`src/rtl/twb_pkg.sv`:
```
package twb_pkg;
  typedef enum logic [1:0] {
    PH_IDLE,
    PH_ADDR,
    PH_DATA
  } phase_e;

  localparam logic [1:0] SEL_DATA = 2'd0;
  localparam logic [1:0] SEL_ADDR = 2'd1;
  localparam logic [1:0] SEL_CTRL = 2'd2;
  localparam int         CTRL_FLAG_BIT = 7;
endpackage

```
`src/rtl/twb_data_reg.sv`:
```
module twb_data_reg #(
  parameter int DW = 8
) (
  input  logic          clk,
  input  logic          rst_n,
  input  logic          shift_en,
  input  logic          sda_in,
  input  logic          cpu_wr,
  input  logic [DW-1:0] cpu_wdata,
  output logic [DW-1:0] q
);
  always_ff @(posedge clk or negedge rst_n) begin
    if (!rst_n)        q <= '1;
    else if (cpu_wr)   q <= cpu_wdata;
    else if (shift_en) q <= {q[DW-2:0], sda_in};
  end

  AST_SHIFT_LSB: assert property (@(posedge clk) disable iff (!rst_n)
    shift_en |=> (q[0] == $past(sda_in))) else $error("shift lsb");
endmodule

```
`src/rtl/twb_addr_cmp.sv`:
```
module twb_addr_cmp #(
  parameter int DW = 8,
  localparam int AW = DW - 1
) (
  input  logic          clk,
  input  logic          rst_n,
  input  logic          cpu_wr,
  input  logic [DW-1:0] cpu_wdata,
  input  logic [AW-1:0] cand,
  output logic [DW-1:0] addr_q,
  output logic          own_hit,
  output logic          gc_hit
);
  always_ff @(posedge clk or negedge rst_n) begin
    if (!rst_n)      addr_q <= {{AW{1'b1}}, 1'b0};
    else if (cpu_wr) addr_q <= cpu_wdata;
  end

  assign own_hit = (cand == addr_q[DW-1:1]);
  assign gc_hit  = addr_q[0] && (cand == '0);
endmodule

```
`src/rtl/twb_bit_seq.sv`:
```
module twb_bit_seq
  import twb_pkg::*;
#(
  parameter int DW = 8,
  localparam int CW = $clog2(DW + 2)
) (
  input  logic clk,
  input  logic rst_n,
  input  logic start_stb,
  input  logic stop_stb,
  input  logic scl_rise,
  input  logic scl_fall,
  input  logic sda_in,
  input  logic own_hit,
  input  logic gc_hit,
  input  logic data_msb,
  input  logic flag_clr,
  output logic shift_en,
  output logic flag,
  output logic selected,
  output logic read_dir,
  output logic gcall,
  output logic sda_low
);
  localparam logic [CW-1:0] LAST_BIT = CW'(DW - 1);
  localparam logic [CW-1:0] ACK_CNT  = CW'(DW);
  localparam logic [CW-1:0] DONE_CNT = CW'(DW + 1);

  phase_e        phase_q;
  logic [CW-1:0] cnt_q;
  logic          flag_q, sel_q, rd_q, gc_q, low_q, nack_q;
  logic          active, tx_data;

  assign active   = !flag_q && (phase_q != PH_IDLE);
  assign tx_data  = (phase_q == PH_DATA) && sel_q && rd_q;
  assign shift_en = active && scl_rise && (cnt_q < ACK_CNT) && !start_stb && !stop_stb;

  always_ff @(posedge clk or negedge rst_n) begin
    if (!rst_n) begin
      phase_q <= PH_IDLE;
      cnt_q   <= '0;
      flag_q  <= 1'b0;
      sel_q   <= 1'b0;
      rd_q    <= 1'b0;
      gc_q    <= 1'b0;
      low_q   <= 1'b0;
      nack_q  <= 1'b0;
    end else if (stop_stb || start_stb) begin
      phase_q <= stop_stb ? PH_IDLE : PH_ADDR;
      cnt_q   <= '0;
      sel_q   <= 1'b0;
      gc_q    <= 1'b0;
      low_q   <= 1'b0;
      nack_q  <= 1'b0;
    end else if (flag_clr && flag_q) begin
      flag_q <= 1'b0;
      low_q  <= tx_data && !data_msb;
    end else if (active && scl_rise) begin
      if (cnt_q < ACK_CNT) begin
        cnt_q <= cnt_q + 1'b1;
        if (phase_q == PH_ADDR && cnt_q == LAST_BIT) begin
          if (own_hit || gc_hit) begin
            sel_q <= 1'b1;
            rd_q  <= sda_in;
            gc_q  <= gc_hit && !own_hit;
          end else begin
            phase_q <= PH_IDLE;
          end
        end
      end else if (cnt_q == ACK_CNT) begin
        cnt_q <= DONE_CNT;
        if (tx_data && sda_in) nack_q <= 1'b1;
      end
    end else if (active && scl_fall) begin
      if (cnt_q < ACK_CNT) begin
        low_q <= tx_data && !data_msb;
      end else if (cnt_q == ACK_CNT) begin
        low_q <= sel_q && !tx_data;
      end else begin
        low_q  <= 1'b0;
        cnt_q  <= '0;
        flag_q <= 1'b1;
        if (phase_q == PH_ADDR) phase_q <= PH_DATA;
        if (nack_q) begin
          sel_q   <= 1'b0;
          phase_q <= PH_IDLE;
          nack_q  <= 1'b0;
        end
      end
    end
  end

  assign flag     = flag_q;
  assign selected = sel_q;
  assign read_dir = rd_q;
  assign gcall    = gc_q;
  assign sda_low  = low_q;

  AST_FLAG_ON_FALL: assert property (@(posedge clk) disable iff (!rst_n)
    $rose(flag_q) |-> $past(scl_fall)) else $error("flag timing");
  AST_ACK_NEEDS_SEL: assert property (@(posedge clk) disable iff (!rst_n)
    low_q |-> sel_q) else $error("drive while unselected");
  AST_CNT_BOUND: assert property (@(posedge clk) disable iff (!rst_n)
    cnt_q <= DONE_CNT) else $error("count range");
endmodule

```
`src/rtl/twb_byte_engine.sv`:
```
module twb_byte_engine
  import twb_pkg::*;
#(
  parameter int DW = 8
) (
  input  logic          clk,
  input  logic          rst_n,
  input  logic          start_stb,
  input  logic          stop_stb,
  input  logic          scl_rise,
  input  logic          scl_fall,
  input  logic          sda_in,
  output logic          sda_pull_low,
  output logic          irq,
  output logic          slv_selected,
  output logic          slv_read,
  output logic          gcall_hit,
  input  logic [1:0]    cpu_sel,
  input  logic          cpu_we,
  input  logic [DW-1:0] cpu_wdata,
  output logic [DW-1:0] cpu_rdata
);
  logic [DW-1:0] data_q, addr_q, ctrl_rd;
  logic          shift_en, flag, own_hit, gc_hit;
  logic          data_we, addr_we, flag_clr;

  assign data_we  = cpu_we && (cpu_sel == SEL_DATA) && flag;
  assign addr_we  = cpu_we && (cpu_sel == SEL_ADDR);
  assign flag_clr = cpu_we && (cpu_sel == SEL_CTRL) && cpu_wdata[CTRL_FLAG_BIT];

  twb_data_reg #(.DW(DW)) u_data (
    .clk(clk), .rst_n(rst_n), .shift_en(shift_en), .sda_in(sda_in),
    .cpu_wr(data_we), .cpu_wdata(cpu_wdata), .q(data_q)
  );

  twb_addr_cmp #(.DW(DW)) u_addr (
    .clk(clk), .rst_n(rst_n), .cpu_wr(addr_we), .cpu_wdata(cpu_wdata),
    .cand(data_q[DW-2:0]), .addr_q(addr_q), .own_hit(own_hit), .gc_hit(gc_hit)
  );

  twb_bit_seq #(.DW(DW)) u_seq (
    .clk(clk), .rst_n(rst_n), .start_stb(start_stb), .stop_stb(stop_stb),
    .scl_rise(scl_rise), .scl_fall(scl_fall), .sda_in(sda_in),
    .own_hit(own_hit), .gc_hit(gc_hit), .data_msb(data_q[DW-1]),
    .flag_clr(flag_clr), .shift_en(shift_en), .flag(flag),
    .selected(slv_selected), .read_dir(slv_read), .gcall(gcall_hit),
    .sda_low(sda_pull_low)
  );

  always_comb begin
    ctrl_rd       = '0;
    ctrl_rd[DW-1] = flag;
    ctrl_rd[DW-2] = slv_selected;
    ctrl_rd[DW-3] = slv_read;
    ctrl_rd[DW-4] = gcall_hit;
    case (cpu_sel)
      SEL_DATA: cpu_rdata = data_q;
      SEL_ADDR: cpu_rdata = addr_q;
      SEL_CTRL: cpu_rdata = ctrl_rd;
      default:  cpu_rdata = '0;
    endcase
  end

  assign irq = flag;

  AST_HOLD_WHILE_FLAGGED: assert property (@(posedge clk) disable iff (!rst_n)
    ($past(flag) && flag && !$past(data_we)) |-> $stable(data_q)) else $error("data moved");
  AST_IGNORED_WRITE: assert property (@(posedge clk) disable iff (!rst_n)
    (cpu_we && cpu_sel == SEL_DATA && !flag && !shift_en) |=> $stable(data_q)) else $error("write leaked");
endmodule

```
`config.mk`:
```
export PLATFORM = sky130hd
export DESIGN_NAME = twb_byte_engine
export DESIGN_NICKNAME = d
export VERILOG_FILES = /design/src/rtl/twb_pkg.sv /design/src/rtl/twb_data_reg.sv /design/src/rtl/twb_addr_cmp.sv /design/src/rtl/twb_bit_seq.sv /design/src/rtl/twb_byte_engine.sv
export SDC_FILE = /design/constraint.sdc
export NUM_CORES = 1
export LEC_CHECK = 0
export BUFFER_PORTS_ARGS = -buffer_cell sky130_fd_sc_hd__buf_2
export CORE_MARGIN = 2
export CORE_UTILIZATION = 59
export DETAILED_ROUTE_END_ITERATION = 16
export PLACE_DENSITY_LB_ADDON = 0.3
export SYNTH_ARGS = -nofsm -noshare
export SYNTH_HDL_FRONTEND = slang
export SYNTH_SLANG_ARGS = --single-unit
```
`constraint.sdc`:
```
create_clock -name clk -period 3.5 [get_ports clk]
set_input_delay 0.525 -clock clk [delete_from_list [all_inputs] [get_ports clk]]
set_output_delay 0.525 -clock clk [all_outputs]
set_load 0.05 [all_outputs]
```
==> flow_summary.ini, run 1 <==
[die]
core_mm2 = 0.00276
start_util = 0.623
rows = 19
dieHeight_um = 58.0
die_area_mm2 = 0.00336
ios = 31
die_x_um = 58.0

[worst_setup_path]
cp_num_buf_inv = 0
cp_top_family = flip-flops
critPathMaxStageDelay_ns = 0.62
worstPathArrival_ns = 2.45
r2r_start = u_data.q[1]
crit_chain = xnor2_1 > nand4_1 > o41ai_1 > nand3_1 > mux2_2
crit_type = flop to flop
setup.worst_path.end_class = flop
crit_path_max_fanout = 5
cp.required_ns = 3.75
crit_path_start = u_data.q[1]
startpoint_type = flop
crit_slowest_cell = dfstp_2

[placed_design]
gp_congestion = 0.851
place.detailed.hpwl_um = 2920
io_buffers = 30
placed_cells = 223

[logic_synthesis]
syn_nets = 188
yosysWarnings = 0
ys_ff_latch = 28
yosysSeqAreaShare = 0.419
synth_enable_flop_cells = 0
synthFlopType = dfstp_2
yosys-top-cells-area = dfstp_2 (23%), dfrtp_1 (19%), mux2i_1 (9.9%)
synthArstFlopShare = 1.00
avgSynthCellArea_um2 = 10.2
syn_area_mm2 = 0.00172
yosysTopAreaCell = dfstp_2
netlist.area_leader.share = 0.229
synthCells = 168
ys_types = 41

[clock_network]
clk_pin_slew_ns = 0.16
clk_latency_ns = 0.34
numClockSinks = 28
clockRootBuffer = clkbuf_4
cts_tree = done
numCtsBuffers = 3
clockBufferDepth = 2
cts_setup_buffers = 0
hold_buffers = 0
ctsResizeCount = 0
cts.htree.levels = 1

[sta]
finalClockSkew_ns = 0.00405
setup_viol = 0
min_period_over_period = 0.629
slew_headroom = 0.536
tightest_slew_ns = 0.686
grt_setup_unrepaired = no
drv_slew = 0
final.setup.tns_ns = 0
fin_crit_ns = 2.20
fmax_ghz = 0.454
hold_viol = 0

[pwr]
p_per_area_mw_per_mm2 = 495
pwr-share-seq = 0.514
leakage_nw = 0.785
intPower_w = 0.000606
ir_worst_vdd_v = 0.000488
p_clk_frac = 0.203
p_sw_w = 0.000337
combinationalPowerShare = 0.284
p_sw_frac = 0.357

[worst_hold_path]
hold_class = input port to async pin

[route]
drt_wl_total_um = 3910
viasPerCell = 6.24
firstDrtPassIters = 4
first_iter_violations = 52
vias = 1416
wl_per_cell_um = 17.2
drcViolationCount = 0
drtAntennaViolNets = 0

[grt]
grt_pass1_vias = 1432
antenna_found_initial = 0
grt_usage = 0.255
grt_pass1_wl_um = 6470
overflow = 0
grt_max_degree = 29

[cells_and_area]
fin_cells = 227
drive_above_1_share = 0.362
layout.nets = 217
diodes = 0
area_growth_pct = 10.9

[run]
cap_viol_max_count = 0

[status]
outcome = finished clean
## cell usage in the layout (no fill, tap or decap), drive strengths merged, types with 2 or more instances in the layout
master   n
xor2     3
mux2i   17
or2      3
nor4b    2
inv      4
ha       2
nand4    3
a31oi    2
clkbuf   4
o21ai   12
or2b     2
mux2     9
dfstp   15
nand2b   3
nor2b    4
a21oi   11
xnor2    4
nand3    5
nand3b   2
nor2    20
nor4     4
a211oi   3
nand4b   2
nand2   10
dfrtp   13
buf     30
## area by class of cell
cell class	instances	area [µm²]
Clock buffer	4	47.5
Fill cell	238	853
Inverter	4	15.0
Multi-Input combinational cell	130	933
Sequential cell	28	719
Tap cell	31	38.8
Timing Repair Buffer	30	150
## per-layer routing
layer | GRT usage | vias up | routed length (µm)
li1 | - | 666 | -
met4 | 0.0930 | 0 | 62
met3 | 0.0558 | 8 | 271
met2 | 0.411 | 50 | 1850
met1 | 0.340 | 692 | 1730
met5 | 0 | - | 0
## sequential cells by signal, summed over array words and instances, names as in the netlist
register and count:
u_seq.selected 1, u_data.q 8, u_seq.flag 1, u_seq.nack_q 1, u_seq.read_dir 1, u_seq.phase_q 2, u_seq.sda_low 1, u_addr.addr_q 8
u_seq.gcall 1, u_seq.cnt_q 4
## synth_stat cells, types with 2 or more instances
cell      instances
a211oi_1          2
a21oi_1           9
a21oi_2           2
a31oi_1           2
buf_6             2
clkbuf_1          2
dfrtp_1          13
dfstp_2          15
ha_1              2
inv_1             4
mux2_2            9
mux2i_1          17
nand2_1          10
nand2b_1          3
nand3_1           5
nand3b_1          2
nand4_1           3
nand4b_1          2
nor2_1           18
nor2_2            2
nor2b_1           4
nor4_1            2
nor4_4            2
o21ai_0          12
or2_1             2
or2b_2            2
xnor2_1           4
xor2_1            3
## per-stage QoR
stage | hold slack (ns) | worst slack, ns | power (W) | utilization | instance area, µm²
floorplan | 0.229 | 0.895 | 0.000677 | - | 1720
global placement | 0.501 | 1.31 | 0.000736 | 0.673 | 1860
detailed placement | 0.503 | 1.21 | 0.000754 | 0.673 | 1860
CTS | 0.181 | 1.35 | 0.000942 | 0.691 | 1900
global route | 0.203 | 1.18 | 0.000988 | 0.691 | 1900
finish | 0.168 | 1.30 | 0.000942 | 0.691 | 1900
## logic make-up after synthesis
logic type | share of synthesized area
AOI/OAI and AO/OA | 0.120
xor gates and xnor gates | 0.0357
adders and majority gates | 0.0146
buffers and inverters | 0.0379
DFF | 0.419
muxes | 0.158
and+or+nand+nor | 0.215
## final timing paths
kind	endpoint	cells after the start	slack, ns
worst max-delay path	u_seq.read_dir	5	1.30
worst min-delay path	u_seq.cnt_q[3]	1	0.17
worst max register to register	u_seq.read_dir	5	1.30
worst min register to register	u_data.q[7]	2	0.53
max in group asynchronous	u_addr.addr_q[0]	1	2.94
min in group clk	u_addr.addr_q[2]	2	0.42
## power by group through the flow
stage | clock network (W) | registers, W | logic (W)
floorplan | 0 | 0.000466 | 0.000211
global placement | 0 | 0.000482 | 0.000254
detailed placement | 0 | 0.000488 | 0.000266
CTS | 0.000192 | 0.000483 | 0.000268
global route | 0.000205 | 0.000492 | 0.000290
finish | 0.000191 | 0.000484 | 0.000267
Power figures use the tool's default switching activity.
==> run 2: changes to the inputs <==
--- a/config.mk
+++ b/config.mk
@@ -7,7 +7,7 @@
 export LEC_CHECK = 0
 export BUFFER_PORTS_ARGS = -buffer_cell sky130_fd_sc_hd__buf_2
 export CORE_MARGIN = 2
-export CORE_UTILIZATION = 59
+export CORE_UTILIZATION = 50
 export DETAILED_ROUTE_END_ITERATION = 16
 export PLACE_DENSITY_LB_ADDON = 0.3
 export SYNTH_ARGS = -nofsm -noshare
==> constraint.sdc (replaced) <==
create_clock -name clk -period 1.8 [get_ports clk]
set_input_delay 0.27 -clock clk [delete_from_list [all_inputs] [get_ports clk]]
set_output_delay 0.27 -clock clk [all_outputs]
set_load 0.05 [all_outputs]
==> flow_summary.ini, run 2 (synthesis results as in run 1) <==
[worst_setup_path]
crit_path_start = u_data.q[6]
worstPathArrival_ns = 1.52
crit_path_max_fanout = 3
r2r_start = u_seq.cnt_q[0]
crit_path_end = cpu_rdata[6]
r2r_slack_ns = 0.03
crit_type = flop to output port
setup.worst_path.end_class = output port
regToRegEndpoint = u_seq.phase_q[1]
startpoint_type = flop
ff2ff_path_depth = 7
cp.required_ns = 1.53

[cells_and_area]
multiInputGateArea_um2 = 976
layout.nets = 233
diodes = 0
fin_util = 0.634
final_common_cell = buf_2
reg_top3 = u_addr.addr_q (8), u_data.q (8), u_seq.cnt_q (4)
fillers = 290
drive_above_1_share = 0.425
seq_area_um2 = 721
final_cell_mix = buf_2 (27), nor2_1 (18), mux2i_1 (17)
area_growth_pct = 22.2
finalInstanceArea_mm2 = 0.00210

[sta]
fmax_ghz = 0.560
hold_viol = 0
setup_viol = 0
holdWs_ns = 0.167
grt_setup_unrepaired = yes
finalClockSkew_ns = 0.00841
slew_headroom = 0.594
tightest_slew_ns = 0.609
min_period_over_period = 0.992
fin_crit_ns = 1.79
drv_slew = 0

[pwr]
p_per_area_mw_per_mm2 = 883
p_sw_frac = 0.366
ir_worst_vdd_v = 0.000561
p_clk_frac = 0.149
p_sw_w = 0.000678
pwr-share-seq = 0.492
leakage_nw = 0.881
intPower_w = 0.00118
combinationalPowerShare = 0.359

[grt]
grt_pass1_wl_um = 6910
grt.met3_usage = 0.0288
gr-usage-met1 = 0.286
overflow = 0
grt_max_degree = 29
grtUsageMet2 = 0.386
antenna_found_initial = 0
globalRoute.busiestLayer = met2
grt_usage = 0.222
grt_pass1_vias = 1508

[route]
drt_wl_total_um = 4290
viasPerCell = 5.72
drcViolationCount = 0
firstDrtPassIters = 4
wl_per_cell_um = 16.6
vias = 1477
drtAntennaViolNets = 0
first_iter_violations = 83

[placed_design]
place_area_mm2 = 0.00198
place.detailed.hpwl_um = 3240
io_buffers = 30
gp_congestion = 0.907

[clock_network]
cts.htree.levels = 1
clockBufferDepth = 2
clk_latency_ns = 0.34
cts_tree = done
numClockSinks = 28
numCtsBuffers = 3
clockRootBuffer = clkbuf_4
clk_pin_slew_ns = 0.15

[die]
dieHeight_um = 62.6
rows = 21
die_x_um = 62.6
die_area_mm2 = 0.00392
core_mm2 = 0.00331
ios = 31
start_util = 0.519

[status]
outcome = finished clean

[run]
cap_viol_max_count = 0

[worst_hold_path]
hold_class = input port to flop
run 2: final cells by class:
type,count,area share
clock buffers,4,0.0125
well taps,46,0.0274
flip-flops and latches,28,0.343
inverters,4,0.00715
multi-input cells,130,0.465
repair buffers,46,0.145
run 2: metrics by stage:
stage / total power (W) / TNS [ns] / instances / setup WS [ns]
finish: 0.00185 / 0 / 258 / 0.0139
global route: 0.00195 / -0.143 / 258 / -0.0730
CTS: 0.00180 / 0 / 257 / 0.0217
detailed placement: 0.00152 / -0.0524 / 250 / -0.0418
global placement: 0.00150 / 0 / 250 / 0.0607
floorplan: 0.00132 / -0.0133 / 168 / -0.0133
run 2: worst max-delay path, stage by stage (launching register included):
cell and delay [ns]:
dfstp_2 0.58, buf_6 0.11, mux2i_1 0.06, o21ai_1 0.24, buf_6 0.20
run 2: worst min path at each step:
stage	startpoint	end	slack, ns	cells past startpoint
after CTS	cpu_wdata[1]	u_addr.addr_q[1]	0.16	2
after global placement	rst_n	u_seq.phase_q[1]	0.32	1
final	cpu_wdata[1]	u_addr.addr_q[1]	0.17	2
after detailed placement	rst_n	u_seq.phase_q[1]	0.31	1
after global routing	cpu_wdata[1]	u_addr.addr_q[1]	0.16	2
after floorplan	rst_n	u_addr.addr_q[0]	-0.03	0
run 2: repair_timing:
item	4_1_cts	5_1_grt
setup buffers	2	1
gates resized for setup	3	12
hold buffers	1	0
setup endpoints to repair	5	9
endpoints found under the hold margin	13	0
gates cloned	0	0
pin swaps	0	2
run 2: layer usage:
| metal | vias to the layer above | wire length (µm) |
|---|---|---|
| li1 | 695 | - |
| met1 | 732 | 1880 |
| met2 | 44 | 2160 |
| met3 | 6 | 193 |
| met4 | 0 | 61 |
| met5 | - | 0 |
run 2: power by group through the flow:
stage	logic, W	clock network (W)	registers (W)
2_1_floorplan	0.000414	0	0.000905
3_3_place_gp	0.000591	0	0.000905
3_5_place_dp	0.000605	0	0.000914
4_1_cts	0.000617	0.000276	0.000904
5_1_grt	0.000714	0.000310	0.000926
6_report	0.000666	0.000276	0.000912
==> run 3: changes to the inputs <==
--- a/config.mk
+++ b/config.mk
@@ -10,6 +10,7 @@
 export CORE_UTILIZATION = 50
 export DETAILED_ROUTE_END_ITERATION = 16
 export PLACE_DENSITY_LB_ADDON = 0.3
+export REMOVE_ABC_BUFFERS = 1
 export SYNTH_ARGS = -nofsm -noshare
 export SYNTH_HDL_FRONTEND = slang
 export SYNTH_SLANG_ARGS = --single-unit
==> flow_summary.ini, run 3 (synthesis results as in run 1) <==
[status]
outcome = finished clean

[grt]
grt_pass1_wl_um = 6630
antenna_found_initial = 0
overflow = 0
grt_pass1_vias = 1441
grt_usage = 0.209
grt_max_degree = 29

[worst_hold_path]
hold_class = input port to flop

[sta]
fmax_ghz = 0.567
hold_viol = 0
slew_headroom = 0.580
min_period_over_period = 0.980
fin_crit_ns = 1.76
tightest_slew_ns = 0.630
finalClockSkew_ns = 0.00729
drv_slew = 0
grt_setup_unrepaired = yes
setup_viol = 0
final.setup.tns_ns = 0

[cells_and_area]
diodes = 0
final_common_cell = buf_2
area_growth_pct = 25.1
fin_cells = 261
layout.nets = 236
drive_above_1_share = 0.447
reg_top3 = u_addr.addr_q (8), u_data.q (8), u_seq.cnt_q (4)
multiInputGateArea_um2 = 991
fillers = 283
final_cell_mix = buf_2 (27), nor2_1 (18), mux2i_1 (17), buf_4 (17), dfstp_2 (15)
seq_area_um2 = 721

[clock_network]
numClockSinks = 28
clk_pin_slew_ns = 0.15
cts_tree = done
clockRootBuffer = clkbuf_4
clockBufferDepth = 2
numCtsBuffers = 3
cts.htree.levels = 1
clk_latency_ns = 0.34

[worst_setup_path]
critPathMaxStageDelay_ns = 0.42
crit_type = flop to flop
crit_chain = buf_6 > nor4_1 > nand2_1 > o41ai_2 > buf_4 > nand3_1 > mux2_2
cp_num_buf_inv = 2
worstPathArrival_ns = 2.01
cp.required_ns = 2.04
crit_path_max_fanout = 4
cp_top_family = simple AND/OR/NAND/NOR gates
setup.worst_path.end_class = flop
crit_slowest_cell = dfstp_2
startpoint_type = flop

[route]
firstDrtPassIters = 4
vias = 1454
drcViolationCount = 0
drt_wl_total_um = 4220
drtAntennaViolNets = 0
wl_per_cell_um = 16.2
viasPerCell = 5.57
first_iter_violations = 66

[pwr]
power.total_w = 0.00200
leakage_nw = 0.924
ir_worst_vdd_v = 0.000519
p_per_area_mw_per_mm2 = 930

[placed_design]
io_buffers = 30
gp_congestion = 0.856
placed_cells = 249
place.detailed.hpwl_um = 2990

[die]
dieHeight_um = 62.6
die_area_mm2 = 0.00392
start_util = 0.519
rows = 21
die_x_um = 62.6
core_mm2 = 0.00331
ios = 31

[run]
cap_viol_max_count = 0
-- run 3: changes by cell type in the layout (fill, tap and decap cells not counted), sizes merged --
cell,change
buf,+3
-- run 3: worst paths after layout --
path | start | end | slack, ns | depth (start not counted)
max reg2reg | u_data.q[4] | u_seq.read_dir | 0.04 | 7
max in group asynchronous | rst_n | u_seq.flag | 0.90 | 2
max | u_data.q[4] | u_seq.read_dir | 0.04 | 7
min reg2reg | u_data.q[7] | u_data.q[7] | 0.54 | 2
min | cpu_wdata[1] | u_addr.addr_q[1] | 0.17 | 2
min in group asynchronous | rst_n | u_seq.cnt_q[1] | 0.45 | 2
-- run 3: worst register-to-register path: stages (launching register included) --
cell	delay (ns)
dfstp_2	0.42
buf_6	0.12
nor4_1	0.41
nand2_1	0.12
o41ai_2	0.06
buf_4	0.17
nand3_1	0.08
mux2_2	0.29
-- run 3: area by class of cell --
class                   instances  area share
multi-input cells             130       0.461
inverters                       4     0.00698
well taps                      46      0.0268
clock buffers                   4      0.0221
flip-flops and latches         28       0.335
repair buffers                 49       0.148
-- run 3: where the power goes --
part	leakage (nW)	internal, W	switching (W)
logic	0.564	0.000320	0.000387
registers	0.334	0.000801	0.000120
clock network	0.0261	0.000170	0.000200
total	0.924	0.00129	0.000707
-- run 3: repair_timing --
action / in CTS / in global routing
setup endpoints to repair: 4 / 11
resized for setup: 4 / 18
endpoints found under the hold margin: 13 / 0
setup buffers: 1 / 6
hold buffers: 1 / 0
pin swaps: 0 / 4
-- run 3: per-layer routing --
layer  vias up  global-route usage  wire length (µm)
li1        699                   -                 -
met3        10              0.0216               210
met5         -                   0                 0
met4         0              0.0472                88
met1       702               0.295              1950
met2        43               0.348              1970
-- run 3: metrics by stage --
step                      hold WS (ns)  instance area, µm²  setup slack, ns  utilization
after floorplan                -0.0256                1670           -0.382            -
after global placement           0.314                1960           0.0391        0.591
after detailed placement         0.321                1960           0.0102        0.591
after CTS                        0.171                2030           0.0123        0.613
after global routing             0.166                2150          -0.0474        0.649
final                            0.169                2150           0.0353        0.649
